===== config.mk =====
export PLATFORM = sky130hd
export DESIGN_NAME = syn_update_ctrl
export DESIGN_NICKNAME = d
export VERILOG_FILES = /design/src/rtl/syn_upd_pkg.sv /design/src/rtl/stdp_window.sv /design/src/rtl/stdp_pulse_gen.sv /design/src/rtl/syn_weight_sat.sv /design/src/rtl/syn_update_ctrl.sv
export SDC_FILE = /design/constraint.sdc
export NUM_CORES = 1
export LEC_CHECK = 0
export BUFFER_PORTS_ARGS = -buffer_cell sky130_fd_sc_hd__buf_2
export CORE_MARGIN = 8
export CORE_UTILIZATION = 53
export CTS_BUF_LIST = sky130_fd_sc_hd__clkbuf_4 sky130_fd_sc_hd__clkbuf_8 sky130_fd_sc_hd__clkbuf_16
export CTS_CLUSTER_DIAMETER = 30
export DETAILED_ROUTE_END_ITERATION = 10
export GPL_TIMING_DRIVEN = 0
export HOLD_SLACK_MARGIN = 0.06
export PLACE_DENSITY_LB_ADDON = 0.15
export REMOVE_ABC_BUFFERS = 1
export SLEW_MARGIN = 30
export SYNTH_ARGS = -nofsm -noshare
export SYNTH_HDL_FRONTEND = slang
export SYNTH_SLANG_ARGS = --single-unit
export TNS_END_PERCENT = 10

===== constraint.sdc =====
create_clock -name clk -period 2.2 [get_ports clk]
set_input_delay 0.22 -clock clk [delete_from_list [all_inputs] [get_ports clk]]
set_output_delay 0.22 -clock clk [all_outputs]
set_load 0.005 [all_outputs]

===== src/rtl/syn_upd_pkg.sv =====
package syn_upd_pkg;

   // Update controller state; encoding is internal only.
   typedef enum logic [1:0] {
      UPD_IDLE = 2'd0,
      UPD_POT  = 2'd1,
      UPD_DEP  = 2'd2
   } upd_state_e;

   // Polarity codes on drive_pol_o.
   localparam logic [1:0] POL_NONE = 2'b00;
   localparam logic [1:0] POL_POS  = 2'b01;
   localparam logic [1:0] POL_NEG  = 2'b11;

endpackage


===== src/rtl/stdp_window.sv =====
module stdp_window #(
   parameter int unsigned WIN_TICKS = 2000
) (
   input  logic clk_i,
   input  logic rst_ni,
   input  logic tick_i,
   input  logic open_i,
   input  logic consume_i,
   output logic open_o
);

   localparam int unsigned CW = $clog2(WIN_TICKS + 1);
   localparam logic [CW-1:0] WIN_LD = CW'(WIN_TICKS);

   logic [CW-1:0] left_q;

   // Remaining ticks of the potentiation window; a fresh pre event wins.
   always_ff @(posedge clk_i or negedge rst_ni) begin
      if (!rst_ni) begin
         left_q <= '0;
      end else if (open_i) begin
         left_q <= WIN_LD;
      end else if (consume_i) begin
         left_q <= '0;
      end else if (tick_i && (left_q != '0)) begin
         left_q <= left_q - 1'b1;
      end
   end

   assign open_o = (left_q != '0);

   // the count never exceeds the window length
   p_win_limit_r4: assert property (@(posedge clk_i) disable iff (!rst_ni)
      left_q <= WIN_LD);

   // a pre event leaves the window open on the next cycle
   p_win_restart_r4: assert property (@(posedge clk_i) disable iff (!rst_ni)
      open_i |=> open_o);

   // without a tick or event the window does not move
   p_win_hold_r10: assert property (@(posedge clk_i) disable iff (!rst_ni)
      (!tick_i && !open_i && !consume_i) |=> $stable(left_q));

   // a consumed window is closed on the next cycle
   p_win_consume_r12: assert property (@(posedge clk_i) disable iff (!rst_ni)
      (consume_i && !open_i) |=> !open_o);

endmodule


===== src/rtl/stdp_pulse_gen.sv =====
module stdp_pulse_gen
   import syn_upd_pkg::*;
#(
   parameter int unsigned UNIT_TICKS = 1000,
   parameter int unsigned SET_MULT   = 3
) (
   input  logic clk_i,
   input  logic rst_ni,
   input  logic tick_i,
   input  logic start_pot_i,
   input  logic start_dep_i,
   input  logic abort_i,
   output logic pot_o,
   output logic dep_o,
   output logic inc_o,
   output logic dec_o
);

   localparam int unsigned SET_T = SET_MULT * UNIT_TICKS;
   localparam int unsigned RST_T = UNIT_TICKS;
   localparam int unsigned DW    = $clog2(SET_T + 1);
   localparam logic [DW-1:0] SET_LD = DW'(SET_T);
   localparam logic [DW-1:0] RST_LD = DW'(RST_T);
   localparam logic [DW-1:0] LAST   = DW'(1);

   upd_state_e    st_q;
   logic [DW-1:0] dur_q;

   always_ff @(posedge clk_i or negedge rst_ni) begin
      if (!rst_ni) begin
         st_q  <= UPD_IDLE;
         dur_q <= '0;
         inc_o <= 1'b0;
         dec_o <= 1'b0;
      end else begin
         inc_o <= 1'b0;
         dec_o <= 1'b0;
         unique case (st_q)
            UPD_IDLE: begin
               if (start_pot_i) begin
                  st_q  <= UPD_POT;
                  dur_q <= SET_LD;
               end else if (start_dep_i) begin
                  st_q  <= UPD_DEP;
                  dur_q <= RST_LD;
               end
            end
            UPD_POT, UPD_DEP: begin
               if (abort_i) begin
                  st_q  <= UPD_IDLE;
                  dur_q <= '0;
               end else if (tick_i) begin
                  if (dur_q == LAST) begin
                     st_q  <= UPD_IDLE;
                     dur_q <= '0;
                     inc_o <= (st_q == UPD_POT);
                     dec_o <= (st_q == UPD_DEP);
                  end else begin
                     dur_q <= dur_q - 1'b1;
                  end
               end
            end
            default: begin
               st_q  <= UPD_IDLE;
               dur_q <= '0;
            end
         endcase
      end
   end

   assign pot_o = (st_q == UPD_POT);
   assign dep_o = (st_q == UPD_DEP);

   // strobes last one cycle
   p_stb_one_r8: assert property (@(posedge clk_i) disable iff (!rst_ni)
      (inc_o || dec_o) |=> !(inc_o || dec_o));

   // an increment follows a potentiation pulse only
   p_inc_src_r8: assert property (@(posedge clk_i) disable iff (!rst_ni)
      inc_o |-> $past(pot_o));

   // abort ends the pulse silently
   p_abort_r9: assert property (@(posedge clk_i) disable iff (!rst_ni)
      ((st_q != UPD_IDLE) && abort_i) |=> ((st_q == UPD_IDLE) && !inc_o && !dec_o));

   // without a tick the pulse timer holds
   p_hold_r6: assert property (@(posedge clk_i) disable iff (!rst_ni)
      ((st_q != UPD_IDLE) && !tick_i && !abort_i) |=> ($stable(st_q) && $stable(dur_q)));

endmodule


===== src/rtl/syn_weight_sat.sv =====
module syn_weight_sat #(
   parameter int unsigned WEIGHT_W    = 8,
   parameter int unsigned WEIGHT_INIT = 128
) (
   input  logic                clk_i,
   input  logic                rst_ni,
   input  logic                inc_i,
   input  logic                dec_i,
   output logic [WEIGHT_W-1:0] weight_o
);

   localparam logic [WEIGHT_W-1:0] W_MAX  = {WEIGHT_W{1'b1}};
   localparam logic [WEIGHT_W-1:0] W_INIT = WEIGHT_W'(WEIGHT_INIT);

   always_ff @(posedge clk_i or negedge rst_ni) begin
      if (!rst_ni) begin
         weight_o <= W_INIT;
      end else if (inc_i && !dec_i && (weight_o != W_MAX)) begin
         weight_o <= weight_o + 1'b1;
      end else if (dec_i && !inc_i && (weight_o != '0)) begin
         weight_o <= weight_o - 1'b1;
      end
   end

   // saturation at the upper rail
   p_sat_hi_r8: assert property (@(posedge clk_i) disable iff (!rst_ni)
      (inc_i && !dec_i && (weight_o == W_MAX)) |=> (weight_o == W_MAX));

   // saturation at the lower rail
   p_sat_lo_r8: assert property (@(posedge clk_i) disable iff (!rst_ni)
      (dec_i && !inc_i && (weight_o == '0)) |=> (weight_o == '0));

   // the weight moves only on a strobe
   p_still_r8: assert property (@(posedge clk_i) disable iff (!rst_ni)
      (!inc_i && !dec_i) |=> $stable(weight_o));

endmodule


===== src/rtl/syn_update_ctrl.sv =====
module syn_update_ctrl
   import syn_upd_pkg::*;
#(
   parameter int unsigned WIN_TICKS   = 2000,
   parameter int unsigned UNIT_TICKS  = 1000,
   parameter int unsigned SET_MULT    = 3,
   parameter int unsigned WEIGHT_W    = 8,
   parameter int unsigned WEIGHT_INIT = 128,
   parameter bit          EDGE_DETECT = 1'b1
) (
   input  logic                clk,
   input  logic                rst_n,
   input  logic                tick_i,
   input  logic                pre_spk_i,
   input  logic                post_spk_i,
   input  logic                upd_abort_i,
   output logic                ltp_en_o,
   output logic                ltd_en_o,
   output logic [1:0]          drive_pol_o,
   output logic                wt_inc_o,
   output logic                wt_dec_o,
   output logic [WEIGHT_W-1:0] weight_o,
   output logic                path_en_o
);

   localparam int unsigned N_SPK = 2;

   // Elaboration-time parameter checks
   if (WIN_TICKS < 1) begin : g_bad_win
      $error("WIN_TICKS must be at least 1");
   end
   if (UNIT_TICKS < 1) begin : g_bad_unit
      $error("UNIT_TICKS must be at least 1");
   end
   if (SET_MULT < 1) begin : g_bad_mult
      $error("SET_MULT must be at least 1");
   end
   if ((WEIGHT_W < 1) || (WEIGHT_W > 31)) begin : g_bad_ww
      $error("WEIGHT_W out of range");
   end else if (WEIGHT_INIT >= (1 << WEIGHT_W)) begin : g_bad_init
      $error("WEIGHT_INIT does not fit WEIGHT_W");
   end

   logic [N_SPK-1:0] spk_raw;
   logic [N_SPK-1:0] spk_evt;
   assign spk_raw = {post_spk_i, pre_spk_i};

   // Spike conditioning: rising-edge events or raw pulses
   for (genvar gi = 0; gi < N_SPK; gi++) begin : g_spk
      if (EDGE_DETECT) begin : g_edge
         logic lvl_q;
         always_ff @(posedge clk or negedge rst_n) begin
            if (!rst_n) lvl_q <= 1'b0;
            else        lvl_q <= spk_raw[gi];
         end
         assign spk_evt[gi] = spk_raw[gi] & ~lvl_q;
      end else begin : g_level
         assign spk_evt[gi] = spk_raw[gi];
      end
   end

   logic busy, pre_acc, post_acc, win_open, start_pot, start_dep;

   assign busy      = ltp_en_o | ltd_en_o;
   assign pre_acc   = spk_evt[0] & ~busy;
   assign post_acc  = spk_evt[1] & ~busy;
   assign start_pot = post_acc & win_open;
   assign start_dep = post_acc & ~win_open;

   stdp_window #(
      .WIN_TICKS (WIN_TICKS)
   ) u_window (
      .clk_i     (clk),
      .rst_ni    (rst_n),
      .tick_i    (tick_i),
      .open_i    (pre_acc),
      .consume_i (start_pot),
      .open_o    (win_open)
   );

   stdp_pulse_gen #(
      .UNIT_TICKS (UNIT_TICKS),
      .SET_MULT   (SET_MULT)
   ) u_pulse (
      .clk_i       (clk),
      .rst_ni      (rst_n),
      .tick_i      (tick_i),
      .start_pot_i (start_pot),
      .start_dep_i (start_dep),
      .abort_i     (upd_abort_i),
      .pot_o       (ltp_en_o),
      .dep_o       (ltd_en_o),
      .inc_o       (wt_inc_o),
      .dec_o       (wt_dec_o)
   );

   syn_weight_sat #(
      .WEIGHT_W    (WEIGHT_W),
      .WEIGHT_INIT (WEIGHT_INIT)
   ) u_weight (
      .clk_i    (clk),
      .rst_ni   (rst_n),
      .inc_i    (wt_inc_o),
      .dec_i    (wt_dec_o),
      .weight_o (weight_o)
   );

   always_comb begin
      if (ltp_en_o)      drive_pol_o = POL_POS;
      else if (ltd_en_o) drive_pol_o = POL_NEG;
      else               drive_pol_o = POL_NONE;
   end

   assign path_en_o = ~busy;

   // positive polarity during potentiation
   p_pol_pos_r2: assert property (@(posedge clk) disable iff (!rst_n)
      ltp_en_o |-> (drive_pol_o == POL_POS && !path_en_o));

   // negative polarity during depression
   p_pol_neg_r3: assert property (@(posedge clk) disable iff (!rst_n)
      ltd_en_o |-> (drive_pol_o == POL_NEG && !path_en_o));

   // a depression can never turn straight into a potentiation
   p_excl_r5: assert property (@(posedge clk) disable iff (!rst_n)
      ltd_en_o |=> !ltp_en_o);

   // a post spike during an update starts nothing new
   p_ignore_r5: assert property (@(posedge clk) disable iff (!rst_n)
      (ltp_en_o && spk_evt[1]) |=> !ltd_en_o);

   // the path is open whenever no update runs
   p_path_r7: assert property (@(posedge clk) disable iff (!rst_n)
      (!ltp_en_o && !ltd_en_o) |-> (path_en_o && drive_pol_o == POL_NONE));

endmodule


==> run_results.csv, run 1 <==
group,metric,value,unit
timing,worst_slack,-34.7,ps
floorplanning,die_y,81.4,um
synthesis,synth_edf_count,0,
detailed_routing,drtIter0Drc,146,
synthesis,yosysUniqueCellTypes,47,
power,powerDensity,1180,nW/um2
synthesis,synth_seq_cells,37,
floorplanning,io_pins,21,
cells_and_area,drive_above_1_share,0.189,
worst_setup_path,rr_worst_depth,10,
global_route,grt-ovfl-total,0,
place,routabilityCongestion,0.855,
cts,clkLatencyLatePin,290,ps
worst_setup_path,critPathLaunchType,"flop",
timing,hold_slack,287,ps
run_status,status,"complete, but fails checks",
timing,setup_violations,1,
cts,cts_max_level,2,
timing,slew_violations,0,
synthesis,ys.flop_type,"dfrtp_1",
worst_setup_path,cp.arrival,2410,ps
detailed_routing,vias_per_cell,5.78,
place,dp_hpwl,3490,um
worst_setup_path,critPathKind,"flop to flop",
timing,tns,-34.7,ps
floorplanning,start_util,0.559,
timing,worst_pin_slew,814,ps
global_route,grt_pass1_wl,8800,um
worst_setup_path,path_delay_family,"flip-flops",
cells_and_area,num-nets-final,304,
worst_setup_path,cp.depth,10,
cells_and_area,area_growth,14.8,%
timing,layout_min_cycle_time,2230,ps
timing,period_share,1.02,
power,power.total,0.00308,W
floorplanning,die_area,6630,um2
power,leakage,1.22,nW
timing,final.setup_skew,4.01,ps
cts,cts_num_sinks,37,
cts,cts-root-buf,"clkbuf_8",
place,io_buffers,20,
cts,clk_path_buf_depth,2,
cells_and_area,nFillCells,346,
detailed_routing,first_pass_iters,4,
worst_setup_path,slowest_delay,580,ps
worst_hold_path,hp-class,"primary input to flop",
run_status,violations,"negative setup slack",
floorplanning,core_area,4060,um2
synthesis,ys_warn_count,0,
synthesis,syn_inst,257,
timing,hold_viol,0,
detailed_routing,antenna_left,0,
synthesis,ys_async_sr_fraction,1.00,
detailed_routing,wire_per_inst,14.7,um
timing,slew_headroom,0.457,
detailed_routing,routed_wl,4940,um
global_route,grt_max_degree,38,
worst_setup_path,worst-path-max-fanout,7,
cts,numCtsBuffers,5,
power,ir_drop,0.745,mV
cells_and_area,final_cell_area,2600,um2
worst_setup_path,worst-path-buf-inv,2,
worst_setup_path,crit_path_end_kind,"flop",
timing,rsz0062_at_grt,"yes",
place,placed_cell_area,2400,um2
global_route,grt_pass1_vias,1918,
worst_hold_path,hold_path_depth,2,
detailed_routing,vias,1936,
cts,clk_pin_slew,70,ps
worst_setup_path,critical_path.cell_chain,"nand4_1, o211ai_1, buf_4, buf_4, ha_2, nand2_1, o211ai_1, a21oi_2, xnor2_1, mux2_2",
timing,max_freq,447,MHz
global_route,antenna_found_initial,0,
synthesis,syn_area_per_cell,8.82,um2
worst_setup_path,critical-path-slowest-cell,"dfstp_2",
detailed_routing,drc_errors,0,
cells_and_area,insertedDiodeCount,0,
worst_setup_path,required,2380,ps
cells_and_area,fin_util,0.641,
job,max_cap_violations,0,
floorplanning,die_w,81.4,um
synthesis,synth_seq_area_share,0.409,
floorplanning,rows,23,
synthesis,syn-cell-area,2270,um2
global_route,track_usage,0.167,
cts,cts_tree,"done",
[cells in the mapped netlist, drive strengths merged (5+ instances only)]
cell type	number	area, um2
ha	13	163
dfrtp	36	901
inv	11	41.3
nand3	10	50.1
clkbuf	6	22.5
o21ai	23	115
nand2	29	109
xnor2	7	61.3
nor2	24	90.1
nor4	5	37.5
nand2b	7	51.3
nor3	9	45.0
a21oi	17	85.1
[worst paths after layout]
path                                      start                   end  slack (ps)
max                        u_weight.weight_o[7]  u_weight.weight_o[6]         -30
min reg2reg                    u_pulse.dur_q[7]      u_pulse.dur_q[7]         540
min in group asynchronous                 rst_n      u_pulse.dur_q[5]         570
max in group asynchronous                 rst_n  u_weight.weight_o[4]        1070
min                                      tick_i         u_pulse.dec_o         290
max reg2reg                u_weight.weight_o[7]  u_weight.weight_o[6]         -30
[state kept, by name, indices dropped and copies added, names as in the netlist]
name	count
u_pulse.dur_q	12
g_spk.g_edge.lvl_q	2
u_weight.weight_o	8
u_pulse.dec_o	1
u_pulse.st_q	2
u_window.left_q	11
u_pulse.inc_o	1
[power by group]
part / total (W) / switching [W] / internal [W]
sequential: 0.00114 / 0.000233 / 0.000902
combinational: 0.00142 / 0.000830 / 0.000588
clock: 0.000526 / 0.000243 / 0.000283
total: 0.00308 / 0.00131 / 0.00177
[routing by layer]
layer | vias to the layer above | GRT usage | share of wire
li1 | 979 | - | -
met1 | 917 | 0.216 | 0.48
met2 | 31 | 0.263 | 0.46
met3 | 9 | 0.0375 | 0.041
met4 | 0 | 0.0679 | 0.021
met5 | - | 0 | 0
[final cells by class]
type	instances	area, um2	share of cell area
Clock buffer	7	96.3	0.0370
Clock inverter	1	5.00	0.00192
Inverter	11	41.3	0.0159
Multi-Input combinational cell	202	1310	0.501
Sequential cell	37	932	0.358
Tap cell	50	62.6	0.0240
Timing Repair Buffer	27	160	0.0615
[through the flow]
step | setup WS (ps) | cells
after global routing | -153 | 335
final | -34.7 | 335
after CTS | -187 | 334
after detailed placement | -585 | 320
after floorplan | -255 | 250
after global placement | -578 | 320
[placed cells by master (no fill, tap or decap), drive strengths merged, types with 2 or more instances in the layout]
master / synthesis / final
o21ai: 23 / 23
nor2: 24 / 24
nand2b: 7 / 7
a31oi: 2 / 2
a211o: 2 / 2
a21oi: 17 / 17
o22ai: 2 / 2
nor3b: 2 / 2
nor2b: 3 / 3
xnor2: 7 / 7
and3: 4 / 4
nand3: 10 / 10
ha: 13 / 13
dlygate4sd3: 0 / 3
or3: 3 / 3
nor4: 5 / 5
inv: 11 / 11
clkbuf: 6 / 7
buf: 1 / 24
o211ai: 3 / 3
a22o: 2 / 2
or4: 4 / 4
a21o: 2 / 2
and4: 3 / 3
and2: 3 / 3
xor2: 2 / 2
a22oi: 3 / 3
nand2: 29 / 29
nor3: 9 / 9
nand4: 3 / 3
dfrtp: 36 / 36
mux2: 3 / 3
[repair_timing]
item,CTS,global route
setup endpoints to repair,17,14
endpoints found under the hold margin,38,0
resized for setup,5,9
buffers inserted,3,1
pin swaps,2,2
hold buffers,3,0
[kinds of logic after synthesis]
| logic type | after synthesis | share of synthesized area |
|---|---|---|
| and+or+nand+nor | 114 | 0.263 |
| AOI/OAI and AO/OA | 62 | 0.167 |
| DFF | 37 | 0.409 |
| buffers and inverters | 18 | 0.0315 |
| adders and majority gates | 14 | 0.0806 |
| xor gates and xnor gates | 9 | 0.0348 |
| muxes | 3 | 0.0149 |
Power figures use the tool's default switching activity.
==> run 2: changes to the inputs <==
--- a/config.mk
+++ b/config.mk
@@ -14,5 +14,5 @@
 export GPL_TIMING_DRIVEN = 0
 export HOLD_SLACK_MARGIN = 0.06
-export PLACE_DENSITY_LB_ADDON = 0.15
+export PLACE_DENSITY = 0.83
 export REMOVE_ABC_BUFFERS = 1
 export SLEW_MARGIN = 30
==> constraint.sdc (replaced) <==
create_clock -name clk -period 2.2 [get_ports clk]
set_input_delay 0.22 -clock clk [delete_from_list [all_inputs] [get_ports clk]]
set_output_delay 0.22 -clock clk [all_outputs]
set_load 0.01 [all_outputs]
==> run_results.csv, run 2 (synthesis results as in run 1) <==
group,metric,value,unit
timing,max_freq,437,MHz
worst_setup_path,crit_path_end_kind,"flop",
cells_and_area,fin_util,0.646,
detailed_routing,vias_per_cell,5.94,
power,powerDensity,1180,nW/um2
global_route,antenna_found_initial,0,
place,dp_cells,320,
detailed_routing,antenna_left,0,
global_route,grt_pass1_wl,8420,um
worst_setup_path,critPathKind,"flop to flop",
floorplanning,rows,23,
floorplanning,start_util,0.559,
cells_and_area,multi_input_area,1310,um2
timing,setup_violations,3,
place,dp_hpwl,3520,um
cells_and_area,insertedDiodeCount,0,
timing,final.setup_skew,5.92,ps
timing,hold_viol,0,
place,dp_slack,-585,ps
place,routabilityCongestion,0.894,
detailed_routing,routed_wl,5070,um
timing,slew_headroom,0.629,
cells_and_area,final_common_cell,"dfrtp_1",
timing,rsz0062_at_grt,"yes",
detailed_routing,drc_errors,0,
cells_and_area,largest_reg_flops,12,
worst_setup_path,cp.arrival,2460,ps
timing,worst_slack,-86.0,ps
timing,layout_min_cycle_time,2290,ps
global_route,track_usage,0.160,
worst_hold_path,hp-class,"primary input to flop",
cts,clk_pin_slew,60,ps
job,max_cap_violations,0,
worst_setup_path,worst-path-max-fanout,5,
cts,cts_num_sinks,37,
cells_and_area,top_register,"u_pulse.dur_q",
cells_and_area,nFillCells,331,
cells_and_area,fin_cells,337,
global_route,grt_max_degree,38,
worst_setup_path,required,2370,ps
run_status,violations,"negative setup slack",
floorplanning,die_y,81.4,um
cts,clkLatencyLatePin,290,ps
floorplanning,die_w,81.4,um
floorplanning,core_area,4060,um2
cts,numCtsBuffers,5,
detailed_routing,first_pass_iters,4,
timing,worst_pin_slew,551,ps
cells_and_area,area_growth,15.6,%
place,io_buffers,20,
cells_and_area,reg_top3,"u_pulse.dur_q: 12 flops, u_window.left_q: 11 flops, u_weight.weight_o: 8 flops",
cts,cts_max_level,2,
cts,clk_path_buf_depth,2,
global_route,grt_pass1_vias,1948,
cts,cts-root-buf,"clkbuf_8",
cells_and_area,drive_above_1_share,0.192,
floorplanning,die_area,6630,um2
power,leakage,1.23,nW
timing,period_share,1.04,
cells_and_area,final-seq-area,930,um2
power,ir_drop,0.817,mV
global_route,grt-ovfl-total,0,
floorplanning,io_pins,21,
detailed_routing,wire_per_inst,15.1,um
detailed_routing,drtIter0Drc,75,
cells_and_area,mostFrequentLayoutCells,"34 x dfrtp_1, 29 x nand2_1, 24 x nor2_1",
detailed_routing,vias,2003,
cells_and_area,num-nets-final,306,
timing,slew_violations,0,
run_status,status,"complete, but fails checks",
cts,cts_tree,"done",
worst_setup_path,critPathLaunchType,"flop",
run 2: critical path, cell delays in order (launching register included):
cell and delay, ps:
dfstp_2 570, nand4_1 110, o211ai_1 320, buf_4 200, fa_2 230, a21oi_2 70, o211ai_1 210, a21oi_2 80
xnor2_1 120, mux2_2 250
run 2: per-layer routing:
layer	vias to the layer above	wire length, um	share of wire	track usage
met3	7	222	0.044	0.0331
met5	-	0	0	0
met1	970	2360	0.46	0.200
li1	986	-	-	-
met4	0	70	0.014	0.0661
met2	40	2420	0.48	0.263
run 2: repair_timing:
action | in CTS | in global routing
endpoints found under the setup margin | 16 | 13
setup buffers | 2 | 3
hold buffers | 3 | 0
pin swaps | 2 | 5
hold endpoints to repair | 24 | 0
resized for setup | 6 | 7
run 2: worst paths after layout:
path	from	end	slack, ps	cells past startpoint
max reg2reg	u_weight.weight_o[7]	u_weight.weight_o[6]	-90	9
max in group asynchronous	rst_n	u_weight.weight_o[7]	1330	3
min reg2reg	u_weight.weight_o[0]	u_weight.weight_o[0]	540	1
min in group asynchronous	rst_n	u_pulse.dur_q[11]	350	2
max	u_weight.weight_o[7]	u_weight.weight_o[6]	-90	9
min	tick_i	u_pulse.inc_o	290	2
run 2: report_power, final:
group / internal (W) / switching (W) / total (W)
Sequential: 0.000901 / 0.000239 / 0.00114
Clock: 0.000262 / 0.000228 / 0.000490
Combinational: 0.000594 / 0.000871 / 0.00147
Total: 0.00176 / 0.00134 / 0.00309
run 2: area by class of cell:
| class | instances | share of cell area |
|---|---|---|
| inverters | 11 | 0.0158 |
| repair buffers | 29 | 0.0716 |
| clock buffers | 8 | 0.0348 |
| flip-flops and latches | 37 | 0.355 |
| multi-input cells | 202 | 0.499 |
| well taps | 50 | 0.0239 |
run 2: per-stage QoR:
step | hold slack [ps] | setup TNS (ps) | power (W) | instance area, um2
2_1_floorplan | -75.6 | -560 | 0.00213 | 2240
3_3_place_gp | 345 | -2270 | 0.00245 | 2400
3_5_place_dp | 348 | -3050 | 0.00251 | 2400
4_1_cts | 282 | -74.4 | 0.00307 | 2560
5_1_grt | 313 | -626 | 0.00335 | 2620
6_report | 294 | -139 | 0.00309 | 2620
==> run 3: changes to the inputs <==
Settings changed: CELL_PAD_IN_SITES_DETAIL_PLACEMENT set to 1, CELL_PAD_IN_SITES_GLOBAL_PLACEMENT set to 1, CORE_UTILIZATION 53 to 41, PLACE_DENSITY 0.83 to 0.84.
Clock period 2.2 ns to 1.9 ns, I/O delays scaled along.
==> run_results.csv, run 3 (synthesis results as in run 1) <==
group,metric,value,unit
run_status,status,"complete, but fails checks",
run_status,violations,"negative setup slack",
detailed_routing,routed_wl,6570,um
timing,setup_violations,14,
power,pwr-share-seq,0.341,
place,io_buffers,20,
power,leakage,1.33,nW
global_route,grt-ovfl-total,0,
timing,rsz0062_at_grt,"yes",
timing,worst_slack,-280,ps
cells_and_area,largest_reg_flops,12,
worst_setup_path,crit_path_end_kind,"flop",
detailed_routing,wire_per_inst,17.6,um
power,clkPwrFrac,0.141,
global_route,grt_use_met3,0.0407,
cts,clk_path_buf_depth,2,
cells_and_area,area_growth,26.8,%
global_route,grt_busiest_layer,"met2",
floorplanning,io_pins,21,
worst_setup_path,critical-path-slowest-cell,"dfstp_2",
timing,final.setup_skew,12.1,ps
global_route,grt_pass1_wl,10700,um
floorplanning,core_area,5440,um2
floorplanning,start_util,0.417,
cts,clk_pin_slew,70,ps
global_route,met2_usage,0.271,
floorplanning,die_area,8160,um2
worst_setup_path,critPathLaunchType,"flop",
detailed_routing,drtIter0Drc,114,
timing,slew_violations,0,
cells_and_area,drive_above_1_share,0.275,
cts,cts_max_level,2,
cells_and_area,final_common_cell,"dfrtp_1",
place,placed_cell_area,2430,um2
timing,period_share,1.15,
cts,cts-root-buf,"clkbuf_8",
timing,max_freq,459,MHz
place,routabilityCongestion,0.819,
job,max_cap_violations,0,
global_route,track_usage,0.157,
worst_setup_path,critPathKind,"flop to flop",
worst_hold_path,hp-class,"primary input to flop",
timing,tns,-1780,ps
cells_and_area,final_cell_area,2870,um2
detailed_routing,vias_per_cell,5.72,
worst_setup_path,required,2070,ps
global_route,grt_max_degree,38,
power,power.share.combinational,0.517,
power,swShare,0.455,
detailed_routing,first_pass_iters,4,
timing,slew_headroom,0.583,
detailed_routing,vias,2138,
global_route,antenna_found_initial,0,
worst_setup_path,worst-path-max-fanout,5,
cells_and_area,mostFrequentLayoutCells,"33 x dfrtp_1, 28 x nand2_1, 23 x nor2_1",
timing,hold_viol,0,
cts,cts_num_sinks,37,
power,switching_power,0.00181,W
timing,hold_slack,251,ps
cells_and_area,num-nets-final,321,
power,power.total,0.00397,W
cts,clkLatencyLatePin,290,ps
power,powerDensity,1380,nW/um2
worst_setup_path,slowest_delay,540,ps
detailed_routing,drc_errors,0,
power,ir_drop,0.858,mV
place,dp_cells,342,
power,p_int,0.00216,W
cells_and_area,insertedDiodeCount,0,
floorplanning,die_w,90.4,um
worst_setup_path,critical_path.cell_chain,"nand4_1, o211ai_1, buf_4, fa_2, a21oi_2, o211ai_1, a21oi_2, xnor2_1, mux2_2",
timing,layout_min_cycle_time,2180,ps
timing,worst_pin_slew,625,ps
floorplanning,die_y,90.4,um
detailed_routing,antenna_left,0,
cts,cts_tree,"done",
global_route,grt_pass1_vias,2222,
cts,numCtsBuffers,5,
cells_and_area,fin_cells,374,
cells_and_area,reg_top3,"u_pulse.dur_q: 12 flops, u_window.left_q: 11 flops, u_weight.weight_o: 8 flops",
floorplanning,rows,27,
place,dp_hpwl,4020,um
worst_setup_path,cp.arrival,2350,ps
cells_and_area,top_register,"u_pulse.dur_q",
global_route,met1_usage,0.184,
==> run 3: per-layer routing <==
metal	share of wire	vias to the layer above
li1	-	1012
met1	0.45	1072
met2	0.49	43
met3	0.042	11
met4	0.016	0
met5	0	-
==> run 3: area by class of cell <==
type | count | area, um2
fillers | 637 | 2560
clock buffers | 7 | 83.8
repair buffers | 43 | 308
well taps | 72 | 90.1
inverters | 11 | 41.3
multi-input cells | 203 | 1420
flip-flops and latches | 37 | 931
clock inverters | 1 | 5.00
==> run 3: worst paths after layout <==
kind / from / end / slack (ps) / cells past startpoint
setup / recovery: u_weight.weight_o[7] / u_weight.weight_o[6] / -280 / 9
hold / removal: tick_i / u_pulse.dec_o / 250 / 2
setup reg to reg: u_weight.weight_o[7] / u_weight.weight_o[6] / -280 / 9
hold reg to reg: u_pulse.dur_q[9] / u_pulse.dur_q[9] / 560 / 2
max in group asynchronous: rst_n / u_weight.weight_o[7] / 1030 / 3
min in group asynchronous: rst_n / u_pulse.dur_q[2] / 340 / 2
==> run 3: power by group through the flow <==
stage | logic, W | clock network [W] | registers (W)
5_1_grt | 0.00229 | 0.000601 | 0.00140
3_5_place_dp | 0.00164 | 0 | 0.00131
2_1_floorplan | 0.00122 | 0 | 0.00125
4_1_cts | 0.00179 | 0.000579 | 0.00130
6_report | 0.00206 | 0.000562 | 0.00136
3_3_place_gp | 0.00158 | 0 | 0.00131
==> run 3: critical path, delay by kind of cell, from the launching register on <==
kind / cells / cell delay [ps]
AO/OA/AOI/OAI: 4 / 620
adder cells (fa/ha/maj): 1 / 230
buffers and inverters: 1 / 220
multiplexers: 1 / 250
XOR/XNOR: 1 / 120
AND/OR/NAND/NOR: 1 / 80
flip-flops: 1 / 540
==> run 3: stage by stage <==
stage	utilization	setup WS, ps
floorplan	-	-580
global placement	0.446	-865
finish	0.528	-280
detailed placement	0.446	-902
global route	0.528	-365
CTS	0.500	-260
==> run 3: what timing repair did <==
action	4_1_cts	5_1_grt
setup buffers	15	4
gates cloned	0	1
resized for setup	13	24
pin swaps	12	4
endpoints found under the hold margin	38	0
hold buffers	3	0
setup endpoints to repair	25	28
